[config.mk]
export PLATFORM = sky130hd
export DESIGN_NAME = xlat_base_select
export DESIGN_NICKNAME = d
export VERILOG_FILES = /design/src/rtl/xbs_pkg.sv /design/src/rtl/xbs_size_norm.sv /design/src/rtl/xbs_region_check.sv /design/src/rtl/xbs_base_mask.sv /design/src/rtl/xlat_base_select.sv
export SDC_FILE = /design/constraint.sdc
export NUM_CORES = 1
export LEC_CHECK = 0
export BUFFER_PORTS_ARGS = -buffer_cell sky130_fd_sc_hd__buf_4
export CAP_MARGIN = 20
export CELL_PAD_IN_SITES_DETAIL_PLACEMENT = 0
export CELL_PAD_IN_SITES_GLOBAL_PLACEMENT = 1
export CORE_ASPECT_RATIO = 1.2
export CORE_MARGIN = 2
export CORE_UTILIZATION = 37
export CTS_CLUSTER_DIAMETER = 120
export DETAILED_ROUTE_END_ITERATION = 10
export PLACE_DENSITY = 0.93
export SLEW_MARGIN = 0
export SYNTH_ARGS = -nofsm -noshare
export SYNTH_HDL_FRONTEND = slang
export SYNTH_HIERARCHICAL = 1
export SYNTH_SLANG_ARGS = --single-unit
[constraint.sdc]
create_clock -name clk -period 12.8 [get_ports clk]
set_input_delay 1.92 -clock clk [delete_from_list [all_inputs] [get_ports clk]]
set_output_delay 1.92 -clock clk [all_outputs]
set_load 0.01 [all_outputs]
[src/rtl/xbs_pkg.sv]
package xbs_pkg;
    localparam int VA_W        = 64;
    localparam int NARROW_W    = 32;
    localparam int PA_W        = 48;
    localparam int CTRL_W      = 64;
    localparam int SZ_W        = 6;
    localparam int NSZ_W       = 3;
    localparam int SZ_MIN      = 16;
    localparam int SZ_MAX      = 39;
    localparam int STRIDE      = 9;
    localparam int LEVELS      = 4;
    localparam int PAGE_BITS   = 12;
    localparam int TAG_W       = 8;
    localparam int TAG_SEL_BIT = 55;
    localparam int TBI_LO_BIT  = 37;
    localparam int TBI_HI_BIT  = 38;
    localparam int SZ0_LSB     = 0;
    localparam int SZ1_LSB     = 16;
    localparam int NREG        = 2;
    localparam int IDX_W       = $clog2(VA_W) + 1;
    localparam int LVL_W       = $clog2(LEVELS);

    typedef logic [IDX_W-1:0] idx_t;
    typedef logic [SZ_W-1:0]  size_t;
    typedef logic [LVL_W-1:0] lvl_t;
    typedef logic [PA_W-1:0]  pa_t;

    typedef enum logic [1:0] {
        PICK_LOW   = 2'd0,
        PICK_HIGH  = 2'd1,
        PICK_FAULT = 2'd2
    } pick_e;

    typedef struct packed {
        logic fault;
        logic sel;
        lvl_t level;
        pa_t  base;
    } xbs_rsp_t;

    // Legalise a raw size field for the active regime.
    function automatic size_t norm_size(input size_t raw, input logic wide);
        if (wide) begin
            if (raw < size_t'(SZ_MIN)) return size_t'(SZ_MIN);
            if (raw > size_t'(SZ_MAX)) return size_t'(SZ_MAX);
            return raw;
        end
        return size_t'(raw[NSZ_W-1:0]);
    endfunction

    // Level at which a walk covering ew address bits begins.
    function automatic lvl_t first_level(input idx_t ew);
        lvl_t l;
        l = lvl_t'(LEVELS - 1);
        for (int k = 1; k < LEVELS; k++)
            if (int'(ew) > PAGE_BITS + k * STRIDE) l = lvl_t'(LEVELS - 1 - k);
        return l;
    endfunction

    // Lowest base bit that survives alignment of the first table.
    function automatic idx_t align_shift(input idx_t ew, input lvl_t lv);
        return idx_t'(int'(ew) - STRIDE * (LEVELS - int'(lv)));
    endfunction
endpackage

[src/rtl/xbs_size_norm.sv]
module xbs_size_norm
    import xbs_pkg::*;
(
    input  size_t raw,
    input  logic  wide,
    output size_t sz
);
    assign sz = norm_size(raw, wide);
endmodule

[src/rtl/xbs_region_check.sv]
module xbs_region_check
    import xbs_pkg::*;
#(
    parameter bit MATCH_ONES = 1'b0
) (
    input  logic [VA_W-1:0] vaddr,
    input  size_t           sz,
    input  idx_t            width,
    input  logic            tag_en,
    output logic            hit
);
    idx_t lo;
    idx_t hi;

    always_comb begin
        lo  = width - idx_t'(sz);
        hi  = tag_en ? (width - idx_t'(TAG_W)) : width;
        hit = (sz != '0);
        for (int i = 0; i < VA_W; i++) begin
            if (i >= int'(lo) && i < int'(hi) && vaddr[i] != MATCH_ONES)
                hit = 1'b0;
        end
    end
endmodule

[src/rtl/xbs_base_mask.sv]
module xbs_base_mask
    import xbs_pkg::*;
(
    input  pa_t  raw,
    input  idx_t ew,
    output lvl_t level,
    output pa_t  base
);
    idx_t sh;

    always_comb begin
        level = first_level(ew);
        sh    = align_shift(ew, level);
        base  = raw & ~((pa_t'(1) << sh) - pa_t'(1));
    end
endmodule

[src/rtl/xlat_base_select.sv]
module xlat_base_select
    import xbs_pkg::*;
(
    input  logic              clk,
    input  logic              rst,
    input  logic              req_valid,
    input  logic              req_wide,
    input  logic [VA_W-1:0]   req_vaddr,
    input  logic [CTRL_W-1:0] req_ctrl,
    input  logic [VA_W-1:0]   req_base0,
    input  logic [VA_W-1:0]   req_base1,
    output logic              rsp_valid,
    output logic              rsp_fault,
    output logic              rsp_sel,
    output logic [LVL_W-1:0]  rsp_level,
    output logic [PA_W-1:0]   rsp_base
);
    idx_t            width;
    logic            tag_en;
    size_t           raw_sz [NREG];
    size_t           sz     [NREG];
    logic [NREG-1:0] hit;
    pick_e           pick;
    logic            sel_hi;
    idx_t            ew;
    pa_t             raw_base;
    lvl_t            lvl;
    pa_t             masked;
    xbs_rsp_t        nxt;
    xbs_rsp_t        cur;
    logic            unused_bits;

    assign width  = req_wide ? idx_t'(VA_W) : idx_t'(NARROW_W);
    assign tag_en = req_wide & (req_vaddr[TAG_SEL_BIT] ? req_ctrl[TBI_HI_BIT]
                                                       : req_ctrl[TBI_LO_BIT]);

    for (genvar r = 0; r < NREG; r++) begin : g_region
        localparam int FIELD_LSB = (r == 0) ? SZ0_LSB : SZ1_LSB;
        assign raw_sz[r] = req_ctrl[FIELD_LSB +: SZ_W];

        xbs_size_norm i_norm (
            .raw  (raw_sz[r]),
            .wide (req_wide),
            .sz   (sz[r])
        );

        xbs_region_check #(.MATCH_ONES(r == 1)) i_check (
            .vaddr  (req_vaddr),
            .sz     (sz[r]),
            .width  (width),
            .tag_en (tag_en),
            .hit    (hit[r])
        );
    end

    // Matches win over fallbacks; low region before high in each tier.
    always_comb begin
        if (hit[0])              pick = PICK_LOW;
        else if (hit[1])         pick = PICK_HIGH;
        else if (sz[0] == '0)    pick = PICK_LOW;
        else if (sz[1] == '0)    pick = PICK_HIGH;
        else                     pick = PICK_FAULT;
    end

    assign sel_hi   = (pick == PICK_HIGH);
    assign ew       = width - idx_t'(sel_hi ? sz[1] : sz[0]);
    assign raw_base = sel_hi ? req_base1[PA_W-1:0] : req_base0[PA_W-1:0];

    xbs_base_mask i_mask (
        .raw   (raw_base),
        .ew    (ew),
        .level (lvl),
        .base  (masked)
    );

    always_comb begin
        nxt = '0;
        if (pick == PICK_FAULT) begin
            nxt.fault = 1'b1;
        end else begin
            nxt.sel   = sel_hi;
            nxt.level = lvl;
            nxt.base  = masked;
        end
    end

    always_ff @(posedge clk) begin
        if (rst) begin
            rsp_valid <= 1'b0;
            cur       <= '0;
        end else begin
            rsp_valid <= req_valid;
            if (req_valid) cur <= nxt;
        end
    end

    assign rsp_fault = cur.fault;
    assign rsp_sel   = cur.sel;
    assign rsp_level = cur.level;
    assign rsp_base  = cur.base;

    assign unused_bits = ^{req_base0[VA_W-1:PA_W], req_base1[VA_W-1:PA_W],
                           req_ctrl[CTRL_W-1:TBI_HI_BIT+1],
                           req_ctrl[TBI_LO_BIT-1:SZ1_LSB+SZ_W],
                           req_ctrl[SZ1_LSB-1:SZ0_LSB+SZ_W]};
endmodule

After elaboration in Yosys (flattened, before gate mapping)
Cells that the tools add are included.
{ "totals": {"in_bits": 260, "out_inout_bits": 53, "register_bits": 53, "word_cells": 707} }
{ "classes": {"order_cmp": 199, "mul": 1, "bitwise_logic": 67, "n_shift": 1, "n_eq_ne": 2, "n_addsub": 7, "mux": 165, "reduce_logical": 260} }
{ "ops": {"columns": ["op", "count"], "rows": [
  ["$ge A6 B7 Y1 const A", 64],
  ["$logic_and A1 B1 Y1", 256],
  ["$ge A5 B7 Y1 const A", 32],
  ["$lt A6 B7 Y1 const A", 32],
  ["$mux W1", 142],
  ["$ge A4 B7 Y1 const A", 16],
  ["$lt A5 B7 Y1 const A", 16],
  ["$mux W6", 13],
  ["$not A1 Y1", 64],
  ["$ge A3 B7 Y1 const A", 8],
  ["$lt A4 B7 Y1 const A", 8],
  ["$mux W51", 1],
  ["$and A48 B48 Y48", 1],
  ["$mux W48", 1],
  ["$not A48 Y48", 1],
  ["$shl A1 B7 Y48 const A", 1],
  ["$sub A48 B1 Y48 const B", 1],
  ["$mul A5 B32 Y7 const A", 1],
  ["$ge A1 B7 Y1 const A", 4],
  ["$ge A2 B7 Y1 const A", 4],
  ["$lt A3 B7 Y1 const A", 4],
  ["$sub A7 B6 Y7", 3],
  ["$gt A7 B5 Y1 const B", 2],
  ["$lt A1 B7 Y1 const A", 2],
  ["14 further kinds", 25]
]} }

Depth between registers and ports, before layout
Gate-level depths: netlist (run 1).
{ "depth": {"ltp_word": 94, "ltp_mapped": 49, "depth_no_buf": 44} }

Hierarchy
Netlist (run 1), hierarchy kept.
{ "modules_own_cells": {"columns": ["mod", "area_per_inst_um2", "instances", "seq_area_each_um2", "cells_per_inst"], "rows": [
  ["xlat_base_select", 2869.0, 1, 1061.0, 326],
  ["xbs_region_check (g_region[0].i_check)", 2383.5, 1, 0.0, 366],
  ["xbs_region_check (g_region[1].i_check)", 2210.9, 1, 0.0, 349],
  ["xbs_base_mask", 1890.6, 1, 0.0, 283],
  ["xbs_size_norm", 77.6, 2, 0.0, 14]
]} }

Worst setup path before layout (run 1)
No wires, ideal clock.
{ "synth_path": {"path_kind": "input to register", "startpoint": "input req_ctrl[20]", "endpoint": "register cur (netlist bit rsp_base[40])", "n_path_buf": 3, "t_arrival_ps": 11840, "t_required_ps": 12672, "slack_ps": 832, "path_stages": 45, "setup_ps": 128, "cell_sequence": "nand2b_1 > a21oi_1 > nor2_1 > ha_1 > inv_1 > fa_1 > a21o_1 > a2111oi_2 > a2111oi_0 > a311o_1 > o31ai_1 > a21oi_1 > o31ai_1 > nand4_1 > nor4_2 > nor2_1 > a311o_1 > buf_6 > [9 not listed] > ha_1 > inv_1 > fa_1 > a21o_1 > a21o_1 > a21oi_1 > xor2_2 > nand2_4 > nor3_1 > nand2_1 > ha_1 > o2111a_2 > and2_4 > buf_6 > a211o_1 > and3_1 > a21oi_1 > nor2_1"} }
{ "synth_lines": {"columns": ["item", "line", "text"], "rows": [
  ["from (decl)", "xlat_base_select.sv:9", "input logic [CTRL_W-1:0] req_ctrl,"],
  ["to (signal assigned)", "xlat_base_select.sv:93", "if (req_valid) cur <= nxt;"],
  ["to (decl)", "xlat_base_select.sv:30", "xbs_rsp_t cur;"]
]} }

==> metrics.cfg, run 1 <==
[timing]
setup-tns-final_ns = 0
relSlewSlack = 0.310
fmax_mhz = 82.3
worst_pin_slew_ns = 1.03
final.setup_skew_ns = 0
post-route-min-period_ns = 12.14
setup_violations = 0
drv_slew = 0
rsz0062_at_grt = no
finalHoldViolations = 0
fin_crit_sh = 0.949

[global_routing]
grt_use_met2 = 0.532
grt_antenna_before_repair = 1
grt_use_met1 = 0.385
grt.overflow.total = 0
grt_use_total = 0.310
grt_max_degree = 56
grt_pass1_wl_um = 65600
grt_pass1_vias = 11334
met3_usage = 0.0414
grt-busiest-layer = met2

[die]
ioPinCount = 313
die_w_um = 150
die_h_um = 180
dieArea_um2 = 27000
start_util = 0.375
coreArea_um2 = 25400
fp-row-count = 64

[finish]
layout_common_cells = buf_4 (278), a21oi_1 (154), nor2_1 (149)
layout_commonest_cell = buf_4
syn_to_final_growth_pct = 25.4
num-fill-cells = 2650
fin_util = 0.470
drive_above_1_share = 0.256
fin_nets = 1889
diodes = 0

[logic_synthesis]
synth_mux_area_frac = 0.0749
synth_compound_area_frac = 0.363
synth.distinct_cells = 116
syn_area_per_cell_um2 = 7.03
yosysWarnings = 6
synth-seq-cells = 53
netlist_area_um2 = 9510
synth_edf_count = 0
synth_xor_area_frac = 0.0454
syn_inst = 1352
synth_top_family_by_area = compound AO/OA/AOI/OAI gates
synthArstFlopShare = 0
synth_fa_ha_area_frac = 0.0518
ys_seq_area_frac = 0.112
yosys.area_share.simple = 0.282
synth_flop_cell = dfxtp_1

[drt]
drt_first_pass_iters = 6
dr_total_vias = 11760
vias_per_cell = 6.12
wire_per_inst_um = 22.4
drtAntennaViolNets = 0
finalWirelength_um = 43000
drc = 0
drt_iter0_markers = 1021

[cts]
clockBufferDepth = 2
path_clk_slew_ns = 0.08
cts-root-buf = clkbuf_16
clock-sinks = 53
htree_levels = 2
clkLatencyLatePin_ns = 0.30
cts-buffers-inserted = 5
tritoncts = done

[critical_path]
slowest_delay_ns = 0.52
crit_fanout = 17
cp-end-kind = flop
critPathTopFamily = compound AO/OA/AOI/OAI gates
ff2ff_path_depth = 3
start_kind = primary input
worstPathArrival_ns = 12.32
reg2reg_slack_ns = 12.02
cpMaxStageDelayCell = fa_1
crit_type = in -> reg
r2r-start = rsp_base[24]
cp_data_required_time_ns = 12.97
r2r_end = rsp_base[24]
path_buf_inv = 3

[worst_hold_path]
min_path_cells = 2
whs_endpoint = rsp_fault
hold_path_class = reg -> reg
min-delay-start = rsp_fault

[place]
portBuffers = 230
routabilityCongestion = 1.04
dp_hpwl_um = 34800

[run_status]
outcome = finished clean

[flow_run]
maxCapViolCount = 0

[pwr]
powerDensity_nw_per_um2 = 216
leakagePower_nw = 4.94
ir_drop_mv = 0.175

## per-stage QoR
| step | instance area, um^2 | power [W] | setup WS, ns | cells | hold WS (ns) |
|---|---|---|---|---|---|
| after floorplan | 9670 | 0.00175 | 0.832 | 1394 | 0.495 |
| after global placement | 11800 | 0.00236 | 0.157 | 1915 | 0.461 |
| after detailed placement | 11800 | 0.00237 | 0.0279 | 1915 | 0.478 |
| after CTS | 11900 | 0.00253 | 0.337 | 1923 | 0.493 |
| after global routing | 11900 | 0.00278 | 0.100 | 1923 | 0.502 |
| final | 11900 | 0.00258 | 0.656 | 1923 | 0.491 |
## state kept, by name, indices dropped and copies added (netlist names)
signal and flops:
rsp_base 48, rsp_sel 1, rsp_fault 1, rsp_level 2, rsp_valid 1
## how the worst max path moves through the flow
stage                       from      endpoint  slack, ns  depth (start not counted)
finish                  req_wide  rsp_base[40]       0.66                         42
global route            req_wide  rsp_base[40]        0.1                         42
CTS                     req_wide  rsp_base[40]       0.34                         43
detailed placement      req_wide  rsp_base[40]       0.03                         43
global placement        req_wide  rsp_base[40]       0.16                         43
floorplan           req_ctrl[20]  rsp_base[40]       0.83                         45
## logic make-up (layout without fill, tap and decap cells)
| group | after synthesis | count (layout) |
|---|---|---|
| buffers and inverters | 140 | 339 |
| adder cells (fa/ha/maj) | 37 | 37 |
| XOR/XNOR | 46 | 46 |
| AND/OR/NAND/NOR | 509 | 509 |
| other | 1 | 43 |
| flip-flops | 53 | 53 |
| AO/OA/AOI/OAI | 505 | 505 |
| multiplexers | 61 | 61 |
## what timing repair did
action | CTS | global route
hold buffers | 0 | 0
endpoints found under the setup margin | 0 | 22
gates resized for setup | 0 | 7
buffers inserted | 0 | 0
## cell usage after synthesis (33+ instances only)
cell	instances	area (um^2)
nand2_1	80	300
o21ai_0	81	405
ha_1	33	413
nor2_1	152	571
nor2b_1	63	394
mux2_2	50	563
a21oi_1	154	771
nor3_1	34	170
clkbuf_1	41	154
dfxtp_1	53	1060
inv_1	51	191
## layout make-up
class | instances | area (um^2) | area share
inverters | 52 | 198 | 0.0166
repair buffers | 279 | 2110 | 0.177
flip-flops and latches | 53 | 1060 | 0.0889
clock buffers | 6 | 129 | 0.0108
multi-input cells | 1201 | 8010 | 0.671
clock inverters | 2 | 13.8 | 0.00115
well taps | 330 | 413 | 0.0346
## worst reg2reg max path, stage by stage (launching register included)
cell and delay [ns]:
dfxtp_1 0.32, nor2b_1 0.12, a21oi_1 0.15, nor2_1 0.06
## report_power, final
| group | total (W) | internal, W | switching (W) | leakage [nW] |
|---|---|---|---|---|
| Clock | 0.000143 | 0.0000734 | 0.0000697 | 0.0712 |
| Sequential | 0.000190 | 0.000182 | 0.00000801 | 0.428 |
| Combinational | 0.00225 | 0.000840 | 0.00141 | 4.45 |
## per-layer routing
layer | share of wire | vias to the layer above
li1 | - | 5490
met1 | 0.40 | 5563
met2 | 0.48 | 590
met3 | 0.072 | 117
met4 | 0.048 | 0
met5 | 0 | -
Power figures use the tool's default switching activity.
==> run 2, diff against run 1 <==
CORE_UTILIZATION = 33   (was 37)
PLACE_DENSITY = 0.89   (was 0.93)
clock period = 10.7 ns   (was 12.8 ns; I/O delays follow)
==> metrics.cfg, run 2 (synthesis gave the netlist of run 1 again) <==
[drt]
drtAntennaViolNets = 0
wire_per_inst_um = 21.1
dr_total_vias = 12561
drt_first_pass_iters = 6
drc = 0
vias_per_cell = 5.71
drt_iter0_markers = 817
finalWirelength_um = 46500

[cts]
clockBufferDepth = 2
clock-sinks = 53
path_clk_slew_ns = 0.07
tritoncts = done
cts-root-buf = clkbuf_16
htree_levels = 2
clkLatencyLatePin_ns = 0.30
cts-buffers-inserted = 5
cts.hold.buffers_added = 0

[finish]
syn_to_final_growth_pct = 50.5
fin_nets = 2113
diodes = 0
layout_common_cells = buf_4 (480), nor2_1 (145), a21oi_1 (138)
final_cells = 2201
layout_commonest_cell = buf_4
design_area_um2 = 14300
drive_above_1_share = 0.389
largest_register_ffs = 48
fin_util = 0.501

[global_routing]
grt_pass1_wl_um = 68300
grt_pass1_vias = 12065
grt_use_total = 0.286
grt.overflow.total = 0
grt_antenna_before_repair = 0
grt_max_degree = 56

[timing]
drv_slew = 0
worst_pin_slew_ns = 1.00
hold_slack_ns = 0.476
rsz0062_at_grt = yes
final.setup_skew_ns = 0
post-route-min-period_ns = 10.47
setup_violations = 0
relSlewSlack = 0.328
fin_crit_sh = 0.978
finalHoldViolations = 0
fmax_mhz = 95.5

[worst_hold_path]
hold_path_class = reg -> reg
min_path_cells = 2
min-delay-start = rsp_fault
whs_endpoint = rsp_fault

[pwr]
combPwrFrac = 0.904
ir_drop_mv = 0.284
leakagePower_nw = 6.18
swShare = 0.511
powerDensity_nw_per_um2 = 302
p_sw_w = 0.00220
pwr-share-seq = 0.053
p_int_w = 0.00211
clkPwrFrac = 0.043

[die]
ioPinCount = 313
dieArea_um2 = 30200
die_w_um = 159
fp-row-count = 68
die_h_um = 190
coreArea_um2 = 28600
start_util = 0.333

[flow_run]
maxCapViolCount = 0

[critical_path]
slowest_delay_ns = 0.51
start_kind = primary input
cpMaxStageDelayCell = fa_1
cp_data_required_time_ns = 10.87
crit_fanout = 6
ff2ff_path_depth = 3
worstPathArrival_ns = 10.63
r2r_end = rsp_base[4]
crit_type = in -> reg
r2r-start = rsp_base[4]
reg2reg_slack_ns = 9.90
cp-end-kind = flop
crit_top_cell = a21o_1

[place]
dp_hpwl_um = 37100
routabilityCongestion = 1.03
placed_cell_area_um2 = 13500
placed_cells = 2170
portBuffers = 230

[run_status]
outcome = finished clean

-- run 2: changes by cell type in the layout (fill, tap and decap cells not counted), moves of 4 or more --
cell / previous run / this run
o21ai_0: 81 / 74
nor2_2: 5 / 10
ha_1: 33 / 28
buf_4: 278 / 480
buf_12: 1 / 7
nor2_1: 149 / 145
a21oi_2: 4 / 17
buf_6: 0 / 11
nor3_1: 33 / 29
nand2_1: 80 / 76
a21oi_1: 154 / 138
-- run 2: how the worst max path moves through the flow --
stage                       from      endpoint  slack [ns]
floorplan           req_ctrl[19]  rsp_base[40]        0.04
global placement        req_wide  rsp_base[42]       -0.20
detailed placement      req_wide  rsp_base[40]       -0.30
CTS                     req_wide  rsp_base[40]      0.0007
global route        req_ctrl[20]  rsp_base[30]       -0.25
finish                  req_wide  rsp_base[40]        0.23
-- run 2: layout make-up --
class                           instances  area (um^2)
Fill cell                            2816        14300
Multi-Input combinational cell       1203         8490
Timing Repair Buffer                  501         3910
Sequential cell                        53         1060
Tap cell                              385          482
Inverter                               52          200
Clock buffer                            5          125
Clock inverter                          2         38.8
-- run 2: worst max-delay path, delay by kind of cell --
| kind | cells | cell delay (ns) |
|---|---|---|
| buf+inv | 4 | 0.36 |
| compound gates | 17 | 3.71 |
| fa+ha+maj | 7 | 2.16 |
| xor+xnor | 2 | 0.31 |
| mux | 2 | 0.39 |
| simple gates | 12 | 2.08 |
-- run 2: power groups by stage --
stage                     Clock, W  Sequential (W)  Combinational [W]
after global routing      0.000195        0.000229            0.00416
after floorplan                  0        0.000240            0.00189
after detailed placement         0        0.000231            0.00332
after CTS                 0.000188        0.000227            0.00335
final                     0.000186        0.000227            0.00390
after global placement           0        0.000230            0.00329
-- run 2: routing by layer --
layer | up-vias | global-route usage | share of wire
li1 | 5935 | - | -
met2 | 626 | 0.510 | 0.49
met5 | - | 0 | 0
met3 | 125 | 0.0353 | 0.069
met4 | 0 | 0.144 | 0.054
met1 | 5875 | 0.340 | 0.39
-- run 2: repair_timing --
| item | CTS | global route |
|---|---|---|
| setup buffers | 0 | 20 |
| cloned | 0 | 4 |
| endpoints found under the setup margin | 2 | 34 |
| resized for setup | 4 | 103 |
| pin swaps | 1 | 75 |
-- run 2: per-stage QoR --
step / setup WS, ns / setup TNS [ns] / power, W
4_1_cts: 0.000663 / 0 / 0.00377
2_1_floorplan: 0.0419 / 0 / 0.00213
5_1_grt: -0.247 / -3.80 / 0.00458
3_5_place_dp: -0.300 / -3.06 / 0.00355
6_report: 0.233 / 0 / 0.00432
3_3_place_gp: -0.197 / -1.04 / 0.00352
